===== src/rtl/bridge_pkg.sv =====
package bridge_pkg;
  typedef enum logic [1:0] {
    SZ_BYTE = 2'd0,
    SZ_HALF = 2'd1,
    SZ_WORD = 2'd2
  } size_e;

  typedef enum logic [3:0] {
    ST_IDLE,
    ST_DECODE,
    ST_RD,
    ST_RMW_RD,
    ST_WR,
    ST_BLK_WR,
    ST_CMD_ISSUE,
    ST_CMD_WR,
    ST_GAP,
    ST_DONE
  } state_e;
endpackage


===== src/rtl/bridge_lane.sv =====
module bridge_lane
  import bridge_pkg::*;
#(
  parameter int DW = 32,
  parameter int LW = 2
) (
  input  logic [DW-1:0] base,
  input  logic [LW-1:0] lane,
  input  logic [1:0]    size,
  input  logic [DW-1:0] wdata,
  output logic [DW-1:0] extract,
  output logic [DW-1:0] merged
);
  localparam int SW = $clog2(DW);

  logic [SW-1:0] shift;
  logic [DW-1:0] mask;

  always_comb begin
    shift = SW'({lane, 3'b000});
    case (size)
      SZ_BYTE: mask = DW'(8'hFF);
      SZ_HALF: mask = DW'(16'hFFFF);
      default: mask = '1;
    endcase
    extract = (base >> shift) & mask;
    merged  = (base & ~(mask << shift)) | ((wdata & mask) << shift);
  end
endmodule


===== src/rtl/bridge_shadows.sv =====
module bridge_shadows #(
  parameter int DW = 32
) (
  input  logic          clk,
  input  logic          rst,
  input  logic          blk_we,
  input  logic          blk_clr,
  input  logic [DW-1:0] blk_val,
  input  logic          cmd_we,
  input  logic [DW-1:0] cmd_val,
  output logic [DW-1:0] blk_sh,
  output logic [DW-1:0] cmd_sh
);
  always_ff @(posedge clk) begin
    if (rst) begin
      blk_sh <= '0;
      cmd_sh <= '0;
    end else begin
      if (blk_clr)     blk_sh <= '0;
      else if (blk_we) blk_sh <= blk_val;
      if (cmd_we)      cmd_sh <= cmd_val;
    end
  end
endmodule


===== src/rtl/bridge_gap_timer.sv =====
module bridge_gap_timer #(
  parameter int GW = 16
) (
  input  logic          clk,
  input  logic          rst,
  input  logic          load,
  input  logic [GW-1:0] load_val,
  output logic          expired
);
  logic [GW-1:0] cnt;

  always_ff @(posedge clk) begin
    if (rst)              cnt <= '0;
    else if (load)        cnt <= load_val;
    else if (cnt != '0)   cnt <= cnt - 1'b1;
  end

  assign expired = (cnt == '0);
endmodule


===== src/rtl/subword_bridge.sv =====
module subword_bridge
  import bridge_pkg::*;
#(
  parameter int          AW          = 8,
  parameter int          DW          = 32,
  parameter int          GW          = 16,
  parameter logic [7:0]  OFF_BSIZE   = 8'h04,
  parameter logic [7:0]  OFF_BCOUNT  = 8'h06,
  parameter logic [7:0]  OFF_XMODE   = 8'h0C,
  parameter logic [7:0]  OFF_CMD     = 8'h0E
) (
  input  logic          clk,
  input  logic          rst,
  input  logic          slow_mode,
  input  logic [GW-1:0] gap_cycles,
  input  logic          up_valid,
  input  logic          up_write,
  input  logic [1:0]    up_size,
  input  logic [AW-1:0] up_addr,
  input  logic [DW-1:0] up_wdata,
  output logic          up_ready,
  output logic [DW-1:0] up_rdata,
  output logic          dn_req,
  output logic          dn_write,
  output logic [AW-1:0] dn_addr,
  output logic [DW-1:0] dn_wdata,
  input  logic          dn_ack,
  input  logic [DW-1:0] dn_rdata
);
  localparam int LANES = DW / 8;
  localparam int LW    = $clog2(LANES);
  localparam logic [AW-1:0] A_BSIZE  = AW'(OFF_BSIZE);
  localparam logic [AW-1:0] A_BCOUNT = AW'(OFF_BCOUNT);
  localparam logic [AW-1:0] A_XMODE  = AW'(OFF_XMODE);
  localparam logic [AW-1:0] A_CMD    = AW'(OFF_CMD);
  localparam logic [AW-1:0] ALIGN    = ~AW'(LANES - 1);

  state_e        state, ret_state;
  logic          req_wr;
  logic [1:0]    req_size;
  logic [AW-1:0] req_addr;
  logic [DW-1:0] req_wdata;

  logic [AW-1:0] word_addr;
  logic          is_half, is_blk, is_xfer, is_cmd;
  logic [DW-1:0] lane_base, lane_ext, lane_mrg;
  logic [DW-1:0] blk_sh, cmd_sh;
  logic          blk_we, blk_clr, cmd_we;
  logic          tmr_load, tmr_done;
  logic          wr_state;

  always_comb begin
    word_addr = req_addr & ALIGN;
    is_half   = (req_size == SZ_HALF);
    is_blk    = is_half && (req_addr == A_BSIZE || req_addr == A_BCOUNT);
    is_xfer   = is_half && (req_addr == A_XMODE);
    is_cmd    = is_half && (req_addr == A_CMD);
    if (state == ST_RD || state == ST_RMW_RD) lane_base = dn_rdata;
    else if (is_blk)                          lane_base = blk_sh;
    else                                      lane_base = cmd_sh;
    blk_we   = (state == ST_DECODE) && req_wr && is_blk;
    blk_clr  = (state == ST_DECODE) && req_wr && is_cmd && (blk_sh != '0);
    cmd_we   = ((state == ST_DECODE) && req_wr && is_xfer) || (state == ST_CMD_ISSUE);
    wr_state = (state == ST_WR) || (state == ST_BLK_WR) || (state == ST_CMD_WR);
    tmr_load = wr_state && dn_ack;
  end

  bridge_lane #(.DW(DW), .LW(LW)) u_lane (
    .base    (lane_base),
    .lane    (req_addr[LW-1:0]),
    .size    (req_size),
    .wdata   (req_wdata),
    .extract (lane_ext),
    .merged  (lane_mrg)
  );

  bridge_shadows #(.DW(DW)) u_shadows (
    .clk     (clk),
    .rst     (rst),
    .blk_we  (blk_we),
    .blk_clr (blk_clr),
    .blk_val (lane_mrg),
    .cmd_we  (cmd_we),
    .cmd_val (lane_mrg),
    .blk_sh  (blk_sh),
    .cmd_sh  (cmd_sh)
  );

  bridge_gap_timer #(.GW(GW)) u_gap (
    .clk      (clk),
    .rst      (rst),
    .load     (tmr_load),
    .load_val (slow_mode ? gap_cycles : '0),
    .expired  (tmr_done)
  );

  always_ff @(posedge clk) begin
    if (rst) begin
      state     <= ST_IDLE;
      ret_state <= ST_DONE;
      req_wr    <= 1'b0;
      req_size  <= '0;
      req_addr  <= '0;
      req_wdata <= '0;
      up_ready  <= 1'b0;
      up_rdata  <= '0;
      dn_req    <= 1'b0;
      dn_write  <= 1'b0;
      dn_addr   <= '0;
      dn_wdata  <= '0;
    end else begin
      up_ready <= 1'b0;
      case (state)
        ST_IDLE: begin
          if (up_valid && !up_ready) begin
            req_wr    <= up_write;
            req_size  <= up_size;
            req_addr  <= up_addr;
            req_wdata <= up_wdata;
            state     <= ST_DECODE;
          end
        end
        ST_DECODE: begin
          if (!req_wr) begin
            dn_req   <= 1'b1;
            dn_write <= 1'b0;
            dn_addr  <= word_addr;
            state    <= ST_RD;
          end else if (req_size != SZ_BYTE && req_size != SZ_HALF) begin
            dn_req   <= 1'b1;
            dn_write <= 1'b1;
            dn_addr  <= word_addr;
            dn_wdata <= req_wdata;
            state    <= ST_WR;
          end else if (is_blk || is_xfer) begin
            state <= ST_DONE;
          end else if (is_cmd) begin
            if (blk_sh != '0) begin
              dn_req   <= 1'b1;
              dn_write <= 1'b1;
              dn_addr  <= A_BSIZE & ALIGN;
              dn_wdata <= blk_sh;
              state    <= ST_BLK_WR;
            end else begin
              state <= ST_CMD_ISSUE;
            end
          end else begin
            dn_req   <= 1'b1;
            dn_write <= 1'b0;
            dn_addr  <= word_addr;
            state    <= ST_RMW_RD;
          end
        end
        ST_RD: begin
          if (dn_ack) begin
            dn_req   <= 1'b0;
            up_rdata <= lane_ext;
            state    <= ST_DONE;
          end
        end
        ST_RMW_RD: begin
          if (dn_ack) begin
            dn_write <= 1'b1;
            dn_wdata <= lane_mrg;
            state    <= ST_WR;
          end
        end
        ST_CMD_ISSUE: begin
          dn_req   <= 1'b1;
          dn_write <= 1'b1;
          dn_addr  <= A_XMODE & ALIGN;
          dn_wdata <= lane_mrg;
          state    <= ST_CMD_WR;
        end
        ST_WR, ST_CMD_WR, ST_BLK_WR: begin
          if (dn_ack) begin
            dn_req    <= 1'b0;
            ret_state <= (state == ST_BLK_WR) ? ST_CMD_ISSUE : ST_DONE;
            state     <= ST_GAP;
          end
        end
        ST_GAP: begin
          if (tmr_done) state <= ret_state;
        end
        ST_DONE: begin
          up_ready <= 1'b1;
          state    <= ST_IDLE;
        end
        default: state <= ST_IDLE;
      endcase
    end
  end
endmodule


===== config.mk =====
export PLATFORM = sky130hd
export DESIGN_NAME = subword_bridge
export DESIGN_NICKNAME = d
export VERILOG_FILES = /design/src/rtl/bridge_pkg.sv /design/src/rtl/bridge_lane.sv /design/src/rtl/bridge_shadows.sv /design/src/rtl/bridge_gap_timer.sv /design/src/rtl/subword_bridge.sv
export SDC_FILE = /design/constraint.sdc
export NUM_CORES = 1
export LEC_CHECK = 0
export BUFFER_PORTS_ARGS = -buffer_cell sky130_fd_sc_hd__buf_2
export CORE_MARGIN = 2
export CORE_UTILIZATION = 50
export CTS_CLUSTER_SIZE = 24
export DETAILED_ROUTE_END_ITERATION = 7
export GPL_ROUTABILITY_DRIVEN = 0
export PLACE_DENSITY = 0.71
export SLEW_MARGIN = 40
export SYNTH_ARGS = -nofsm -noshare
export SYNTH_HDL_FRONTEND = slang
export SYNTH_SLANG_ARGS = --single-unit
export TNS_END_PERCENT = 50

===== constraint.sdc =====
create_clock -name clk -period 2.6 [get_ports clk]
set_input_delay 0.13 -clock clk [delete_from_list [all_inputs] [get_ports clk]]
set_output_delay 0.13 -clock clk [all_outputs]
set_load 0.03 [all_outputs]

Word-level counts from Yosys, hierarchy flattened
Index checks and enable logic that the tools add are counted.
Word-level totals
  logic and storage cells: 135
  register bits: 206
  input bits: 96
  output and inout bits: 75
Operators by class
  bitwise logic cells: 5
  equal/unequal tests: 27
  reductions and logical operators: 39
  add/sub/neg operators: 1
  shift operators: 3
  multiplexer cells: 45
Operators with widths (number)
  2-to-1 mux 32 bit: 8
  AND 32 bit: 3
  one-hot mux 32 bit (3 select lines): 1
  one-hot mux 32 bit (2 select lines): 1
  left shift 32 x 5 -> 32 bit: 2
  2-to-1 mux 16 bit: 3
  2-to-1 mux 4 bit: 10
  2-to-1 mux 8 bit: 5
  NOT 32 bit: 1
  bitwise OR 32 bit: 1
  nonzero test 32 bit: 1
  >> shifter 32 x 5 -> 32 bit: 1
  one-hot mux 4 bit (7 select lines): 1
  equality test 4 x 3 -> 1 bit (second input constant): 4
  equality test 8 x 3 -> 1 bit (second input constant): 2
  equality test 8 x 4 -> 1 bit (second input constant): 2
  zero test 16 bit: 1
  one-hot mux 8 bit (2 select lines): 1
  nonzero test 16 bit: 1
  subtractor 16 x 1 -> 16 bit (second input constant): 1
  2-to-1 mux 1 bit: 12
  inequality test 2 bit (second input constant): 6
  logical AND 1 bit: 11
  equality test 4 x 2 -> 1 bit (second input constant): 2
  other kinds (25): 39

Longest topological paths before layout
  depth in word-level cells: 9
  depth in mapped cells: 9
  mapped depth without buffers: 8

Modules after synthesis
A second synthesis with hierarchy kept.
Second synthesis, totals
  cell total of the unflattened synthesis: 1333
  area, all modules: 11034.3 µm²
By module, submodules not included
  subword_bridge: area an instance 6327.3 µm², seq. area each 2442.3 µm², cells each 816, times used 1
  bridge_shadows: area an instance 2302.2 µm², seq. area each 1281.2 µm², cells each 209, times used 1
  bridge_lane: area an instance 1440.1 µm², seq. area each 0.0 µm², cells each 192, times used 1
  bridge_gap_timer: area an instance 964.7 µm², seq. area each 320.3 µm², cells each 116, times used 1

Worst setup path before layout
Ideal clock, no wire load.
  path type: reg2reg
  from: reg state[1]
  to: reg dn_wdata[7]
  period minus slack after synthesis: 2.269 ns
  cell stages (with the launch flop): 9
  data required time: 2.526 ns
  library setup time: 0.074 ns
  arrival time: 2.195 ns
  buffers on the path: 2
  slack: 0.331 ns
  path through: dfxtp_1 -> clkbuf_1 -> nor2b_1 -> o21a_1 -> clkbuf_1 -> mux2_2 -> a221oi_1 -> o311ai_0 -> o21ai_0
Between the ends
  longest elaborated chain between the ends: 7
  elaborated cells between the ends (all ways): 17
  classes of those cells: 9 x eq/ne; 3 x mux; 2 x bitwise; 3 x reduce/logical
Ends and longest elaborated chain
  start, declared: RTL line subword_bridge.sv:38  | state_e state, ret_state;
  start signal, assigned: RTL line subword_bridge.sv:183  | if (tmr_done) state <= ret_state;
  equality test 4 x 2 -> 1 bit (on tied branches): RTL line subword_bridge.sv:58, subword_bridge.sv:113
  logical OR 1 bit: RTL line subword_bridge.sv:58  | if (state == ST_RD || state == ST_RMW_RD) lane_base = dn_rdata;
  2-to-1 mux 32 bit: RTL line subword_bridge.sv:58
  AND 32 bit: RTL line bridge_lane.sv:27  | merged = (base & ~(mask << shift)) | ((wdata & mask) << shift);
  bitwise OR 32 bit: RTL line bridge_lane.sv:27
  2-to-1 mux 32 bit: RTL line subword_bridge.sv:162  | if (dn_ack) begin
  one-hot mux 32 bit (3 select lines): RTL line subword_bridge.sv:113  | case (state)
  end signal, assigned: RTL line subword_bridge.sv:133  | dn_wdata <= req_wdata;
  end signal, assigned: RTL line subword_bridge.sv:164  | dn_wdata <= lane_mrg;
  end signal, assigned: RTL line subword_bridge.sv:172  | dn_wdata <= lane_mrg;
  end, declared: RTL line subword_bridge.sv:26  | output logic [DW-1:0] dn_wdata,
Several ways; a longest one is shown, not always the timed one. The select of a mux whose other input is x is not followed.
A chain may end at the register's enable or synchronous reset.

Worst setup path after layout
  from: reg req_addr[4]
  to: reg dn_wdata[3]
Between the ends
  longest elaborated chain between the ends: 9
  elaborated cells between the ends (all ways): 18
  classes of those cells: 6 x eq/ne; 4 x mux; 2 x bitwise; 6 x reduce/logical
Ends and longest elaborated chain
  start, declared: RTL line subword_bridge.sv:41  | logic [AW-1:0] req_addr;
  start signal, assigned: RTL line subword_bridge.sv:118  | req_addr <= up_addr;
  equality test 8 x 3 -> 1 bit: RTL line subword_bridge.sv:55  | is_blk = is_half && (req_addr == A_BSIZE || req_addr == A_BCOUNT);
  logical OR 1 bit: RTL line subword_bridge.sv:55
  logical AND 1 bit: RTL line subword_bridge.sv:55
  2-to-1 mux 32 bit: RTL line subword_bridge.sv:59  | else if (is_blk) lane_base = blk_sh;
  2-to-1 mux 32 bit: RTL line subword_bridge.sv:58
  AND 32 bit: RTL line bridge_lane.sv:27
  bitwise OR 32 bit: RTL line bridge_lane.sv:27
  2-to-1 mux 32 bit: RTL line subword_bridge.sv:162
  one-hot mux 32 bit (3 select lines): RTL line subword_bridge.sv:113
Several ways; a longest one is shown, not always the timed one. The select of a mux whose other input is x is not followed.

==> key figures <==
STA
  – Final Hold Fails: 0
  – Final Skew: 0.02264 ns
  – Sum Neg Setup Slack: 0 ns
  – Worst-Margin Slew: 0.8308 ns
  – Final worst setup slack: around 0.13 ns
  – Fin crit period: 2.466 ns
  – Slew Viols, Final: 0
  – Finish-stage setup viols: 0
  – Slew margin rel.: 44.61%
  – F_max: 0.4056 GHz
  – Tcrit/Tclk final: 94.83%
  – RSZ-0062 raised after global routing: false

Clock tree
  – Clock Latency Late Sink: 0.53 ns
  – Cts bufs inserted: 23
  – Root buffer selected by CTS: clkbuf_16
  – CTS tree: done
  – Reg clk slew, reported paths: ~0.06 ns
  – H-tree levels: 1
  – Sinks on Clock Net: 202
  – Clk buf depth: 3

Die
  – Vert. Die Dim: 149.0 um
  – Core Box Area: 20820 um2
  – Die area: 22210 um2
  – Die extent in x: 149.0 um
  – Starting density of the core: between 50% and 60%
  – I/O pin total: about 170
  – # rows: 53

Finish
  – Fin nets: 1648
  – Layout cell share with drive strength beyond 1: 20.98%
  – Fill cells: roughly 1800
  – Synth-to-Final Area Change: 25.92%
  – Most frequent cells in the layout: 200 x dfxtp_1, 190 x nor2_1, 167 x buf_2
  – Fin util: 63.60%
  – Commonest non-fill, non-tap cell in the layout: dfxtp_1

Route
  – Wire per inst: 20.39 um
  – Total Wirelength: 37.61 mm
  – Initial detailed-routing violation count: 1370
  – Via density: 6.169
  – Drt pass-1 iters: 7
  – Vias: between 10000 and 15000
  – Number of remaining DRC errors: 0
  – Post-route ant nets: 0

Setup path
  – Max FO, Critical Path: 18
  – CP Class: reg -> reg
  – Reg2Reg Launch Point: req_addr[4]
  – Slowest cell delay on critical path: 0.70 ns
  – Cells along the critical path: or4_4 > o31ai_4 > nand2_2 > a211oi_4 > buf_4 > nor2_1 > a311oi_1
  – Worst setup startpoint: req_addr[4]
  – Critical Path AT: 2.86 ns
  – CP Launch Type: register
  – CP required: 3.00 ns
  – Worst path slowest cell: or4_4
  – CP Capture Type: register

Yosys
  – Post-synth ARST share: 0%
  – YS warnings: 0
  – Synth Instances: 1347
  – Syn avg cell area: 7.808 um2
  – Yosys cell types: 73
  – Synth Flop Type: dfxtp_1
  – Register area share after synthesis: 38.45%
  – Register bit count reported by yosys: 202
  – EDFF count, synth: 0
  – Synthesized area: 10520 um2

Status
  – Status: completed

Hold path
  – Hold Crit Start: dn_ack
  – Min-Delay Path Class: in -> reg

Pwr
  – Sw frac: around two fifths
  – Power Dens Cells: 943.5 nW/um2
  – Worst VDD drop: 0.4926 mV
  – Comb power frac: 40.8%
  – Seq pwr share: 31.0%
  – Clk pwr share: 28.2%
  – Sw power: 5.008 mW
  – P_int: approximately 7.5 mW
  – Leakage: 5.090 nW

Placed design
  – Worst slack, placed: 0.1804 ns
  – I/O Buffers: 168
  – HPWL after DPL: 26.12 mm

Global route
  – GR Overflow Total: 0
  – Vias in the first global route: between 10000 and 15000
  – Pin count of the biggest net entering global routing: 54
  – Total track usage: between 30% and 40%
  – Initial antenna violation count: 1
  – Global-route wire length before repair: 58.15 mm

Flow run
  – Max-cap violations: 0
==> synthesized netlist by cell type (3+ instances only) <==
| library cell | instances | area share (%) |
|---|---|---|
| dfxtp_1 | 202 | 38 |
| nor2_1 | 191 | 6.8 |
| nand2_1 | 152 | 5.4 |
| a21oi_1 | 112 | 5.3 |
| clkbuf_1 | 84 | 3.0 |
| o21ai_0 | 71 | 3.4 |
| nand2b_1 | 49 | 2.9 |
| nor3_1 | 48 | 2.3 |
| mux2i_1 | 40 | 3.8 |
| a22oi_1 | 33 | 2.4 |
| a211oi_1 | 27 | 1.9 |
| o211ai_1 | 26 | 1.9 |
| nand3_1 | 25 | 1.2 |
| o31ai_1 | 21 | 1.5 |
| buf_2 | 19 | 0.90 |
| a31oi_1 | 18 | 1.1 |
| a311oi_1 | 16 | 1.3 |
| nand4_1 | 16 | 0.95 |
| a31o_2 | 11 | 0.92 |
| and2_1 | 11 | 0.65 |
| nor4_1 | 11 | 0.65 |
| xnor2_1 | 11 | 0.92 |
| inv_1 | 10 | 0.36 |
| a221oi_1 | 9 | 0.75 |
| a22o_1 | 9 | 0.75 |
| mux2_2 | 9 | 0.96 |
| nor2b_1 | 9 | 0.54 |
| a221o_1 | 8 | 0.76 |
| a32o_1 | 8 | 0.76 |
| buf_1 | 8 | 0.29 |
| a31oi_2 | 7 | 0.83 |
| a211o_1 | 6 | 0.50 |
| and3_1 | 5 | 0.30 |
| and4_1 | 5 | 0.42 |
| nor3b_1 | 4 | 0.29 |
| or3_1 | 4 | 0.24 |
| a211oi_2 | 3 | 0.36 |
| buf_4 | 3 | 0.21 |
| buf_6 | 3 | 0.32 |
| or4_1 | 3 | 0.21 |
==> worst max-delay path: cells and delay by family, from the launching register on <==
family,cells,cell delay (ns)
flops,1,0.34
compound gates,3,0.88
simple gates,3,0.87
buf+inv,1,0.24
==> sequential cells by signal (all words and copies together) (netlist names) <==
name              count
u_shadows.cmd_sh     32
up_ready              1
state                 4
req_wr                1
u_gap.cnt            16
req_addr              8
req_wdata            32
dn_addr               6
u_shadows.blk_sh     32
up_rdata             32
dn_wdata             32
req_size              2
ret_state             2
dn_req                1
dn_write              1
==> routing by layer <==
| layer | GRT usage [%] | vias up | part of all wire [%] |
|---|---|---|---|
| met1 | 44.41 | 5271 | 40 |
| li1 | - | 5271 | - |
| met4 | 14.62 | 0 | 4.6 |
| met2 | 51.04 | 707 | 44 |
| met3 | 7.492 | 127 | 11 |
| met5 | 0 | - | 0 |
==> what timing repair did <==
| action | CTS | global route |
|---|---|---|
| resized for setup | 0 | 2 |
| setup endpoints to repair | 0 | 2 |
| endpoints found under the hold margin | 58 | 0 |
| hold buffers | 58 | 0 |
| buffers inserted | 0 | 0 |
==> cell type report <==
cell class | count | area [um2] | share of cell area, %
clock inverters | 13 | 178.9 | 1.351
repair buffers | 295 | 2004 | 15.13
flip-flops and latches | 202 | 4046 | 30.55
diodes | 1 | 2.502 | 0.01889
well taps | 275 | 344.1 | 2.598
multi-input cells | 1018 | 5988 | 45.21
clock buffers | 29 | 638.1 | 4.818
inverters | 11 | 41.29 | 0.3118
==> power by group through the flow <==
stage / clock network [mW] / logic, mW / registers (mW)
2_1_floorplan: 0 / 3.22 / 3.89
3_3_place_gp: 0 / 4.82 / 3.89
3_5_place_dp: 0 / 4.87 / 3.91
4_1_cts: 3.53 / 4.97 / 3.85
5_1_grt: 3.67 / 5.48 / 3.90
6_report: 3.52 / 5.10 / 3.87
==> worst paths after layout <==
| kind | slack, ns | cells past startpoint | endpoint |
|---|---|---|---|
| worst max register to register | 0.13 | 7 | dn_wdata[3] |
| worst min-delay path | 0.01 | 4 | state[1] |
| worst min register to register | 0.46 | 2 | ret_state[2] |
| worst max-delay path | 0.13 | 7 | dn_wdata[3] |
==> per-stage QoR <==
stage                     instances  hold slack, ns  power, mW  area, um2
final                          1844         0.01495      12.50      13240
after global placement         1743          0.3722      8.710      11830
after CTS                      1843        0.003857      12.35      13230
after global routing           1843         0.04644      13.04      13240
after floorplan                1348          0.2660      7.113      10520
after detailed placement       1743          0.3753      8.780      11830
==> cells by family after synthesis <==
| kind of cell | Yosys count | synth area share (%) |
|---|---|---|
| other | 1 | 0.03565 |
| buffers and inverters | 128 | 5.115 |
| AND/OR/NAND/NOR | 553 | 24.76 |
| flip-flops | 202 | 38.45 |
| adder cells (fa/ha/maj) | 1 | 0.1189 |
| multiplexers | 49 | 4.770 |
| AO/OA/AOI/OAI | 401 | 25.76 |
| XOR/XNOR | 12 | 0.9993 |
Power figures use the tool's default switching activity.
